### src/rtl/oneshot_pkg.sv
package oneshot_pkg;

  // strobes from the controller to the counter datapath
  typedef struct packed {
    logic loadCount;   // capture delayIn-1 into the counter
    logic decCount;    // count down by one
  } ctrlStrobes_t;

  typedef enum logic {
    ST_IDLE = 1'b0,
    ST_BUSY = 1'b1
  } oneshotState_t;

endpackage

### src/rtl/trig_sync.sv
// Brings an asynchronous level into the clock domain and flags its rising edge.
module trig_sync #(
  parameter int SYNC_STAGES = 2
) (
  input  logic clk,
  input  logic rst,
  input  logic trigAsync,
  output logic trigRise
);

  logic [SYNC_STAGES-1:0] syncChain;
  logic                   prevLevel;

  // only syncChain[0] sees the raw input
  always_ff @(posedge clk or posedge rst) begin
    if (rst) syncChain[0] <= 1'b0;
    else     syncChain[0] <= trigAsync;
  end

  generate
    for (genvar g = 1; g < SYNC_STAGES; g++) begin : g_stage
      always_ff @(posedge clk or posedge rst) begin
        if (rst) syncChain[g] <= 1'b0;
        else     syncChain[g] <= syncChain[g-1];
      end
    end
  endgenerate

  always_ff @(posedge clk or posedge rst) begin
    if (rst) prevLevel <= 1'b0;
    else     prevLevel <= syncChain[SYNC_STAGES-1];
  end

  assign trigRise = syncChain[SYNC_STAGES-1] & ~prevLevel;

endmodule

### src/rtl/pulse_ctrl.sv
// Two-state controller: waits for an accepted edge, then runs until the counter is empty.
module pulse_ctrl
  import oneshot_pkg::*;
(
  input  logic         clk,
  input  logic         rst,
  input  logic         trigRise,
  input  logic         delayIsZero,
  input  logic         countIsZero,
  output ctrlStrobes_t strobes,
  output logic         pulseActive
);

  oneshotState_t state, stateNext;

  always_comb begin
    stateNext         = state;
    strobes.loadCount = 1'b0;
    strobes.decCount  = 1'b0;
    unique case (state)
      ST_IDLE: begin
        if (trigRise && !delayIsZero) begin
          strobes.loadCount = 1'b1;
          stateNext         = ST_BUSY;
        end
      end
      ST_BUSY: begin
        // edges seen here are dropped: not retriggerable
        if (countIsZero) stateNext = ST_IDLE;
        else             strobes.decCount = 1'b1;
      end
      default: stateNext = ST_IDLE;
    endcase
  end

  always_ff @(posedge clk or posedge rst) begin
    if (rst) state <= ST_IDLE;
    else     state <= stateNext;
  end

  assign pulseActive = (state == ST_BUSY);

endmodule

### src/rtl/pulse_datapath.sv
// Down-counter loaded with delay-1; the terminal test is against constant zero.
module pulse_datapath
  import oneshot_pkg::*;
#(
  parameter int DELAY_W = 8
) (
  input  logic               clk,
  input  logic               rst,
  input  ctrlStrobes_t       strobes,
  input  logic [DELAY_W-1:0] delayIn,
  output logic               delayIsZero,
  output logic               countIsZero,
  output logic [DELAY_W-1:0] countVal
);

  localparam logic [DELAY_W-1:0] ONE = DELAY_W'(1);

  logic [DELAY_W-1:0] countReg;

  always_ff @(posedge clk or posedge rst) begin
    if (rst)                    countReg <= '0;
    else if (strobes.loadCount) countReg <= delayIn - ONE;
    else if (strobes.decCount)  countReg <= countReg - ONE;
  end

  assign delayIsZero = (delayIn == '0);
  assign countIsZero = (countReg == '0);
  assign countVal    = countReg;

endmodule

### src/rtl/pulse_oneshot.sv
module pulse_oneshot
  import oneshot_pkg::*;
#(
  parameter int DELAY_W     = 8,
  parameter int SYNC_STAGES = 2
) (
  input  logic               clk,
  input  logic               rst,
  input  logic               trigAsync,
  input  logic [DELAY_W-1:0] delayIn,
  output logic               pulseOut
);

  logic               trigRise;
  logic               delayIsZero;
  logic               countIsZero;
  logic [DELAY_W-1:0] countVal;
  ctrlStrobes_t       strobes;

  trig_sync #(.SYNC_STAGES(SYNC_STAGES)) u_sync (
    .clk       (clk),
    .rst       (rst),
    .trigAsync (trigAsync),
    .trigRise  (trigRise)
  );

  pulse_ctrl u_ctrl (
    .clk         (clk),
    .rst         (rst),
    .trigRise    (trigRise),
    .delayIsZero (delayIsZero),
    .countIsZero (countIsZero),
    .strobes     (strobes),
    .pulseActive (pulseOut)
  );

  pulse_datapath #(.DELAY_W(DELAY_W)) u_dp (
    .clk         (clk),
    .rst         (rst),
    .strobes     (strobes),
    .delayIn     (delayIn),
    .delayIsZero (delayIsZero),
    .countIsZero (countIsZero),
    .countVal    (countVal)
  );

endmodule

### config.mk
export PLATFORM = sky130hd
export DESIGN_NAME = pulse_oneshot
export DESIGN_NICKNAME = d
export VERILOG_FILES = /design/src/rtl/oneshot_pkg.sv /design/src/rtl/trig_sync.sv /design/src/rtl/pulse_ctrl.sv /design/src/rtl/pulse_datapath.sv /design/src/rtl/pulse_oneshot.sv
export SDC_FILE = /design/constraint.sdc
export NUM_CORES = 1
export LEC_CHECK = 0
export BUFFER_PORTS_ARGS = -buffer_cell sky130_fd_sc_hd__buf_2
export CAP_MARGIN = 30
export CORE_MARGIN = 1
export CORE_UTILIZATION = 45
export CTS_CLUSTER_DIAMETER = 100
export DETAILED_ROUTE_END_ITERATION = 6
export PLACE_DENSITY_LB_ADDON = 0.12
export SLEW_MARGIN = 20
export SYNTH_ARGS = -nofsm -noshare
export SYNTH_HDL_FRONTEND = slang
export SYNTH_SLANG_ARGS = --single-unit
### constraint.sdc
create_clock -name clk -period 2.22 [get_ports clk]
set_input_delay 0.555 -clock clk [delete_from_list [all_inputs] [get_ports clk]]
set_output_delay 0.555 -clock clk [all_outputs]
set_load 0.01 [all_outputs]
Word-level counts from Yosys, hierarchy flattened. Index checks and enable logic that the tools add are counted. Widths: inputs -> output; s select.

Register bits after elaboration: 12. Input port bits: 11. Output and inout port bits: 1. Word-level logic and storage cells: 22.

Add/sub/neg operators: 2. Mux-type cells: 7. Bitwise logic cells: 3. Reductions and logical operators: 5.

Operator list (count): $logic_not 8->1 (2); $mux 8 (2); $sub 8x1->8 const B (2); $mux 1 (4); $not 1->1 (2); $pmux 1 s2 (1); $reduce_bool 2->1 (1); $and 1x1->1 (1); $logic_and 1x1->1 (1); $logic_not 1->1 (1).

Longest topological paths before layout. Gate-level depths: netlist of run 1.

Depth in word-level cells: 6. Gate-level depth with buffers: 11. Gate-level depth less buffers: 10.

Cells and area by module. From an unflattened synthesis of run 1, not the netlist that was laid out.

Cells, all modules: 69. Area total of the unflattened synthesis: 706.9 um^2.

Modules (own cells, without submodules): pulse_datapath (times used 1, cells an instance 59, area each 553.0 um^2); trig_sync (times used 1, cells an instance 5, area each 92.6 um^2); pulse_ctrl (times used 1, cells an instance 5, area each 61.3 um^2).

Worst setup path after synthesis of run 1. No wires, ideal clock.

Path kind: reg-to-reg. From: register u_ctrl.state, in the netlist u_ctrl.pulseActive. To: register u_dp.countReg[6], in the netlist u_dp.countVal[6]. Setup time: 0.121 ns. Arrival time: 2.295 ns. Required time: 2.099 ns. Path slack: -0.196 ns. Cell stages (with the launch flop): 11. Period minus slack after synthesis: 2.416 ns. Cell sequence: dfrtp_1 -> nor3b_1 -> buf_6 -> a21boi_0 -> nor2_1 -> a21oi_1 -> ha_1 -> nand2_1 -> nor3_1 -> mux2_2 -> a22o_1.

Longest elaborated chain between the ends: 2. Elaborated cells on any way between the ends: 4.

Ends and longest elaborated chain: from (decl) (line pulse_ctrl.sv:14) `oneshotState_t state, stateNext;`; from (signal assigned) (line pulse_ctrl.sv:38) `else state <= stateNext;`; $mux 1 (line pulse_ctrl.sv:20) `unique case (state)`; $mux 8 or $reduce_bool 2->1 (tied branches); to (signal assigned) (line pulse_datapath.sv:22) `else if (strobes.loadCount) countReg <= delayIn - ONE;`; to (signal assigned) (line pulse_datapath.sv:23) `else if (strobes.decCount) countReg <= countReg - ONE;`; to (decl) (line pulse_datapath.sv:18) `logic [DELAY_W-1:0] countReg;`.

Several ways; a longest one is shown, not always the timed one. A chain may end at the register's enable or synchronous reset.

Worst setup path in the final report of run 1.
From: register u_sync.prevLevel. To: register u_dp.countReg[6], in the netlist u_dp.countVal[6].

Longest elaborated chain between the ends: 6. Elaborated cells on any way between the ends: 7.

Ends and longest elaborated chain: from (decl) (line trig_sync.sv:12) `logic prevLevel;`; from (signal assigned) (line trig_sync.sv:31) `else prevLevel <= syncChain[SYNC_STAGES-1];`; $not 1->1 * (line trig_sync.sv:34) `assign trigRise = syncChain[SYNC_STAGES-1] & ~prevLevel;`; $and 1x1->1 * (line trig_sync.sv:34); $logic_and 1x1->1 * (line pulse_ctrl.sv:22) `if (trigRise && !delayIsZero) begin`; $mux 1 * (line pulse_ctrl.sv:22); $mux 1 * (line pulse_ctrl.sv:20); $mux 8 or $reduce_bool 2->1 (tied branches).

Every way passes the cells marked *; elsewhere a longest branch is shown, timed or not.

==> impl_metrics.json, run 1 <==
{
  "gr-usage-all-layers_pct": 22.9,
  "port_buffers": 11,
  "synthDominantCellAreaShare_pct": 41.0,
  "report.final.slew_viol_count": 0,
  "postSynth.asyncResetShare_pct": 100,
  "dr.pass1.iters": 4,
  "hold_class": "primary input to async pin",
  "drt_iter0_markers": 13,
  "critPathCaptureType": "flop",
  "placed_area_sq_um": 936,
  "grt_max_degree": 13,
  "cap_viol_max_count": 0,
  "power_uw": 412,
  "grt_pass1_vias": 656,
  "vias": 725,
  "wl_per_cell_microns": 14.9,
  "ir_worst_vdd_mv": 0.413,
  "clk_latency_ns": 0.27,
  "drive_gt1_share_pct": 47.2,
  "antenna_cells": 0,
  "worst-path-max-fanout": 5,
  "fmax_mhz": 450,
  "arrival_ns": 2.38,
  "power_density_nw_per_um2": 391,
  "ctsRootBufferMaster": "clkbuf_4",
  "rows": 14,
  "synth_cell_types": 36,
  "antenna_found_initial": 0,
  "min_period_ns": 2.22,
  "routed_wl_mm": 1.82,
  "rsz0062_at_grt": "true",
  "cts_tree": "yes",
  "nNetsFinal": 119,
  "clkSinkCount": 12,
  "htree_levels": 1,
  "final_min_period_over_clock_period_pct": 100,
  "ys_seq_elements": 12,
  "required_ns": 2.38,
  "drc": 0,
  "fillers": 119,
  "pin_count": 12,
  "design_area_sq_um": 1050,
  "worst_setup_path_start_kind": "flop",
  "worstMarginPinSlew_ns": 0.428,
  "die-width_microns": 42.3,
  "vias_per_cell": 5.94,
  "synth_edf_count": 0,
  "start_util_pct": 48.6,
  "ys.flop_type": "dfrtp_1",
  "syn_area_per_cell_sq_um": 9.51,
  "final_hold_viol_count": 0,
  "numCtsBuffers": 3,
  "setup_viol": 1,
  "finalWorstSetupSlack_ns": -0.00369,
  "synth_area_leaders": "dfrtp_1 41%, a22oi_1 4.1%, nand2_1 4.1%",
  "die_y_microns": 42.3,
  "syn_inst": 77,
  "dieArea_sq_um": 1790,
  "hpwl_mm": 1.40,
  "synth_nets": 89,
  "p_leak_uw": 0.000441,
  "synth_area_sq_um": 732,
  "grt_pass1_wl_mm": 3.03,
  "area_growth_pct": 43.9,
  "yosysTopAreaCell": "dfrtp_1",
  "clk_pin_slew_ns": 0.07,
  "crit_type": "flop to flop",
  "whs_ns": 0.270,
  "ant_nets": 0,
  "seqCellArea_sq_um": 302,
  "core_area_sq_um": 1510,
  "gp_congestion": 0.838,
  "synth.yosys.seq_area_share_pct": 41.0,
  "synth.most_common_cell": "dfrtp_1",
  "multi_input_area_sq_um": 515,
  "skew_ns": 0.00204,
  "finalSetupTns_ns": -0.00369,
  "overflow": 0,
  "failed_checks": "negative setup slack",
  "clockBufferDepth": 2,
  "yosysWarnings": 0,
  "slew_headroom_pct": 71.5,
  "outcome": "finished, violations left",
  "synthTopCellsByCount": "12 x dfrtp_1, 8 x nand2_1, 6 x nor2_1"
}
kinds of logic (layout without fill, tap and decap cells):
logic type | Yosys count | in the layout | share of synthesized area, %
AND/OR/NAND/NOR | 29 | 29 | 21.4
AO/OA/AOI/OAI | 23 | 23 | 23.2
adder cells (fa/ha/maj) | 1 | 1 | 1.71
buffers and inverters | 5 | 34 | 3.59
XOR/XNOR | 4 | 4 | 4.79
multiplexers | 3 | 3 | 4.27
flip-flops | 12 | 12 | 41.0
cell type report:
class | count | share of cell area, %
Multi-Input combinational cell | 60 | 48.9
Sequential cell | 12 | 28.6
Timing Repair Buffer | 27 | 17.0
Clock buffer | 4 | 2.49
Tap cell | 16 | 1.90
Inverter | 3 | 1.07
layout by cell type, fill, tap and decap left out, types with 2 or more instances in the layout:
cell	count
buf_4	15
buf_2	11
dfrtp_1	11
nand2_1	7
nor2_1	5
inv_1	3
o21ai_0	3
a22oi_1	3
xnor2_1	3
clkbuf_4	3
nor4_4	2
or4_1	2
nand3b_1	2
a22oi_2	2
mux2i_1	2
a31oi_1	2
through the flow:
stage,util [%],instances,setup slack (ns)
floorplan,-,77,0.0196
global placement,62.1,117,-0.170
detailed placement,62.1,117,-0.222
CTS,64.7,121,0.0246
global route,69.9,122,-0.166
finish,69.9,122,-0.00369
what timing repair did:
item,CTS,global route
endpoints found under the setup margin,1,2
hold buffers,0,0
resized for setup,3,12
pin swaps,1,4
buffers inserted,0,1
registers in the layout, summed over array words and instances, names as in the netlist:
signal and cells:
u_dp.countVal 8, u_ctrl.pulseActive 1, u_sync.syncChain 2, u_sync.prevLevel 1
routing by layer:
metal,vias up,GRT usage (%),wire length (microns)
li1,351,-,-
met1,363,33.2,836
met2,9,33.8,906
met3,2,7.76,60
met4,0,3.75,12
met5,-,0,0
path summary, 6_finish.rpt:
path	from	endpoint	slack, ns	cells past startpoint
worst max-delay path	u_sync.prevLevel	u_dp.countVal[6]	-0.004	10
worst min-delay path	rst	u_dp.countVal[4]	0.27	2
worst max register to register	u_sync.prevLevel	u_dp.countVal[6]	-0.004	10
worst min register to register	u_sync.syncChain[0]	u_sync.syncChain[1]	0.35	0
max in group asynchronous	rst	u_ctrl.pulseActive	1.63	2
min in group clk	u_sync.syncChain[0]	u_sync.syncChain[1]	0.35	0
where the power goes:
| part | switching (uW) | internal [uW] | leakage [uW] | total [uW] |
|---|---|---|---|---|
| sequential | 1.49 | 221 | 0.000147 | 223 |
| clock | 65.0 | 69.5 | 0.0000150 | 135 |
| combinational | 27.8 | 27.0 | 0.000279 | 54.8 |
critical path: stages (launching register included):
cell and delay [ns]:
dfrtp_1 0.40, nor3b_4 0.25, a21boi_4 0.24, buf_6 0.12
nor2_2 0.03, a21oi_2 0.14, ha_4 0.18, nand2_4 0.06
nor3_4 0.18, mux2_4 0.31, a22o_1 0.19
(Power assumes the default switching activity.)
==> run 2: changes to the inputs <==
Settings changed: BUFFER_PORTS_ARGS -buffer_cell sky130_fd_sc_hd__buf_2 to -buffer_cell sky130_fd_sc_hd__buf_4, CTS_BUF_LIST set to sky130_fd_sc_hd__clkbuf_4 sky130_fd_sc_hd__clkbuf_8.
==> impl_metrics.json, run 2 (synthesized netlist as in run 1, its figures left out) <==
{
  "ir_worst_vdd_mv": 0.396,
  "vias": 732,
  "critPathMaxStageDelay_ns": 0.50,
  "htree_levels": 1,
  "worst_setup_path_start_kind": "primary input",
  "final_hold_viol_count": 0,
  "grt_max_degree": 13,
  "rows": 14,
  "arrival_ns": 2.38,
  "ctsRootBufferMaster": "clkbuf_4",
  "gr-usage-all-layers_pct": 21.1,
  "m1WireLength_microns": 801,
  "whs_ns": 0.281,
  "dr_wl_met3_microns": 96,
  "ant_nets": 0,
  "clkPwrFrac_pct": 35.6,
  "pin_count": 12,
  "p_int_uw": 333,
  "routed_wl_mm": 1.78,
  "final_min_period_over_clock_period_pct": 100,
  "start_util_pct": 48.6,
  "hpwl_mm": 1.33,
  "cap_viol_max_count": 0,
  "worstMarginPinSlew_ns": 0.501,
  "setup_viol": 0,
  "postLayoutCoreUtil_pct": 69.7,
  "design_area_sq_um": 1050,
  "cp_slowest_cell": "nor4_2",
  "p_leak_uw": 0.000446,
  "antenna_cells": 0,
  "clk_latency_ns": 0.28,
  "p_comb_share_pct": 12.3,
  "hold_buffers": 0,
  "clkSinkCount": 12,
  "final_cell_mix": "26 x buf_4, 11 x dfrtp_1, 7 x nand2_1",
  "port_buffers": 11,
  "clk_pin_slew_ns": 0.07,
  "wl_per_cell_microns": 14.5,
  "final_common_cell": "buf_4",
  "slew_headroom_pct": 66.3,
  "nNetsFinal": 119,
  "fillers": 108,
  "min_period_ns": 2.22,
  "required_ns": 2.38,
  "core_area_sq_um": 1510,
  "worst-path-max-fanout": 3,
  "cts_tree": "yes",
  "vias_per_cell": 6.00,
  "switching_share_pct": 22.2,
  "crit_type": "primary input to flop",
  "grt_pass1_wl_mm": 2.77,
  "path_cells": "buf_4 -> nor4_2 -> a21boi_4 -> buf_6 -> nor2_2 -> a21oi_2 -> ha_2 -> nand3b_1 -> nor4_4 -> o211ai_1 -> o21ai_1 -> a22o_1",
  "critPathCaptureType": "flop",
  "drc": 0,
  "fmax_mhz": 451,
  "numCtsBuffers": 3,
  "power_density_nw_per_um2": 407,
  "dr_wl_met2_microns": 858,
  "p_switching_uw": 95.1,
  "hold_class": "primary input to async pin",
  "drt_iter0_markers": 11,
  "clockBufferDepth": 2,
  "drive_gt1_share_pct": 47.2,
  "dr.pass1.iters": 4,
  "area_growth_pct": 43.4,
  "finalSetupTns_ns": 0,
  "antenna_found_initial": 0,
  "pwr-share-seq_pct": 52.1,
  "top_layer_used": "met4",
  "gp_congestion": 0.851,
  "grt_pass1_vias": 656,
  "die_y_microns": 42.3,
  "rsz0062_at_grt": "true",
  "overflow": 0,
  "report.final.slew_viol_count": 0,
  "largest_reg_flops": 8,
  "cts_setup_buffers": 0,
  "skew_ns": 0.00151,
  "placed_area_sq_um": 971,
  "die-width_microns": 42.3,
  "dieArea_sq_um": 1790,
  "outcome": "completed"
}
[run 2: worst paths after layout]
| path | startpoint | to | slack [ns] | cells after the start |
|---|---|---|---|---|
| worst max-delay path | delayIn[6] | u_dp.countVal[6] | 0.0009 | 12 |
| worst min-delay path | rst | u_sync.syncChain[1] | 0.28 | 2 |
| worst max register to register | u_ctrl.pulseActive | u_dp.countVal[6] | 0.04 | 11 |
| worst min register to register | u_sync.syncChain[0] | u_sync.syncChain[1] | 0.35 | 0 |
| max in group asynchronous | rst | u_ctrl.pulseActive | 1.61 | 2 |
| min in group clk | u_sync.syncChain[0] | u_sync.syncChain[1] | 0.35 | 0 |
[run 2: power by group through the flow]
stage	Clock (uW)	Combinational (uW)	Sequential (uW)
finish	152	52.6	223
global route	167	57.0	223
CTS	158	51.9	223
detailed placement	0	50.1	226
global placement	0	49.7	226
floorplan	0	13.4	226
[run 2: cell type report]
class | instances | area, sq um | share of cell area, %
clock buffer | 4 | 30.0 | 2.86
inverter | 3 | 11.3 | 1.07
multi-input combinational | 60 | 480 | 45.8
sequential | 12 | 302 | 28.7
tap | 16 | 20.0 | 1.91
timing repair buffer | 27 | 206 | 19.7
[run 2: metal layers]
metal,GRT usage [%],vias to the layer above
li1,-,350
met1,27.5,351
met2,31.1,28
met3,7.76,3
met4,9.38,0
met5,0,-
[run 2: worst max-delay path: cells and delay by family]
family                     cells  cell delay, ns
buffers and inverters          2            0.27
and+or+nand+nor                4            0.83
adders and majority gates      1            0.20
AOI/OAI and AO/OA              5            0.55
[run 2: repair_timing]
item                       CTS  global route
pin swaps                    1             6
resized for setup            4             7
setup endpoints to repair    1             2
[run 2: stage by stage]
step	power, uW	instances	setup slack, ns
3_5_place_dp	277	118	-0.242
5_1_grt	447	122	-0.177
6_report	428	122	0.000945
2_1_floorplan	240	77	0.0196
3_3_place_gp	276	118	-0.162
4_1_cts	432	122	0.00111
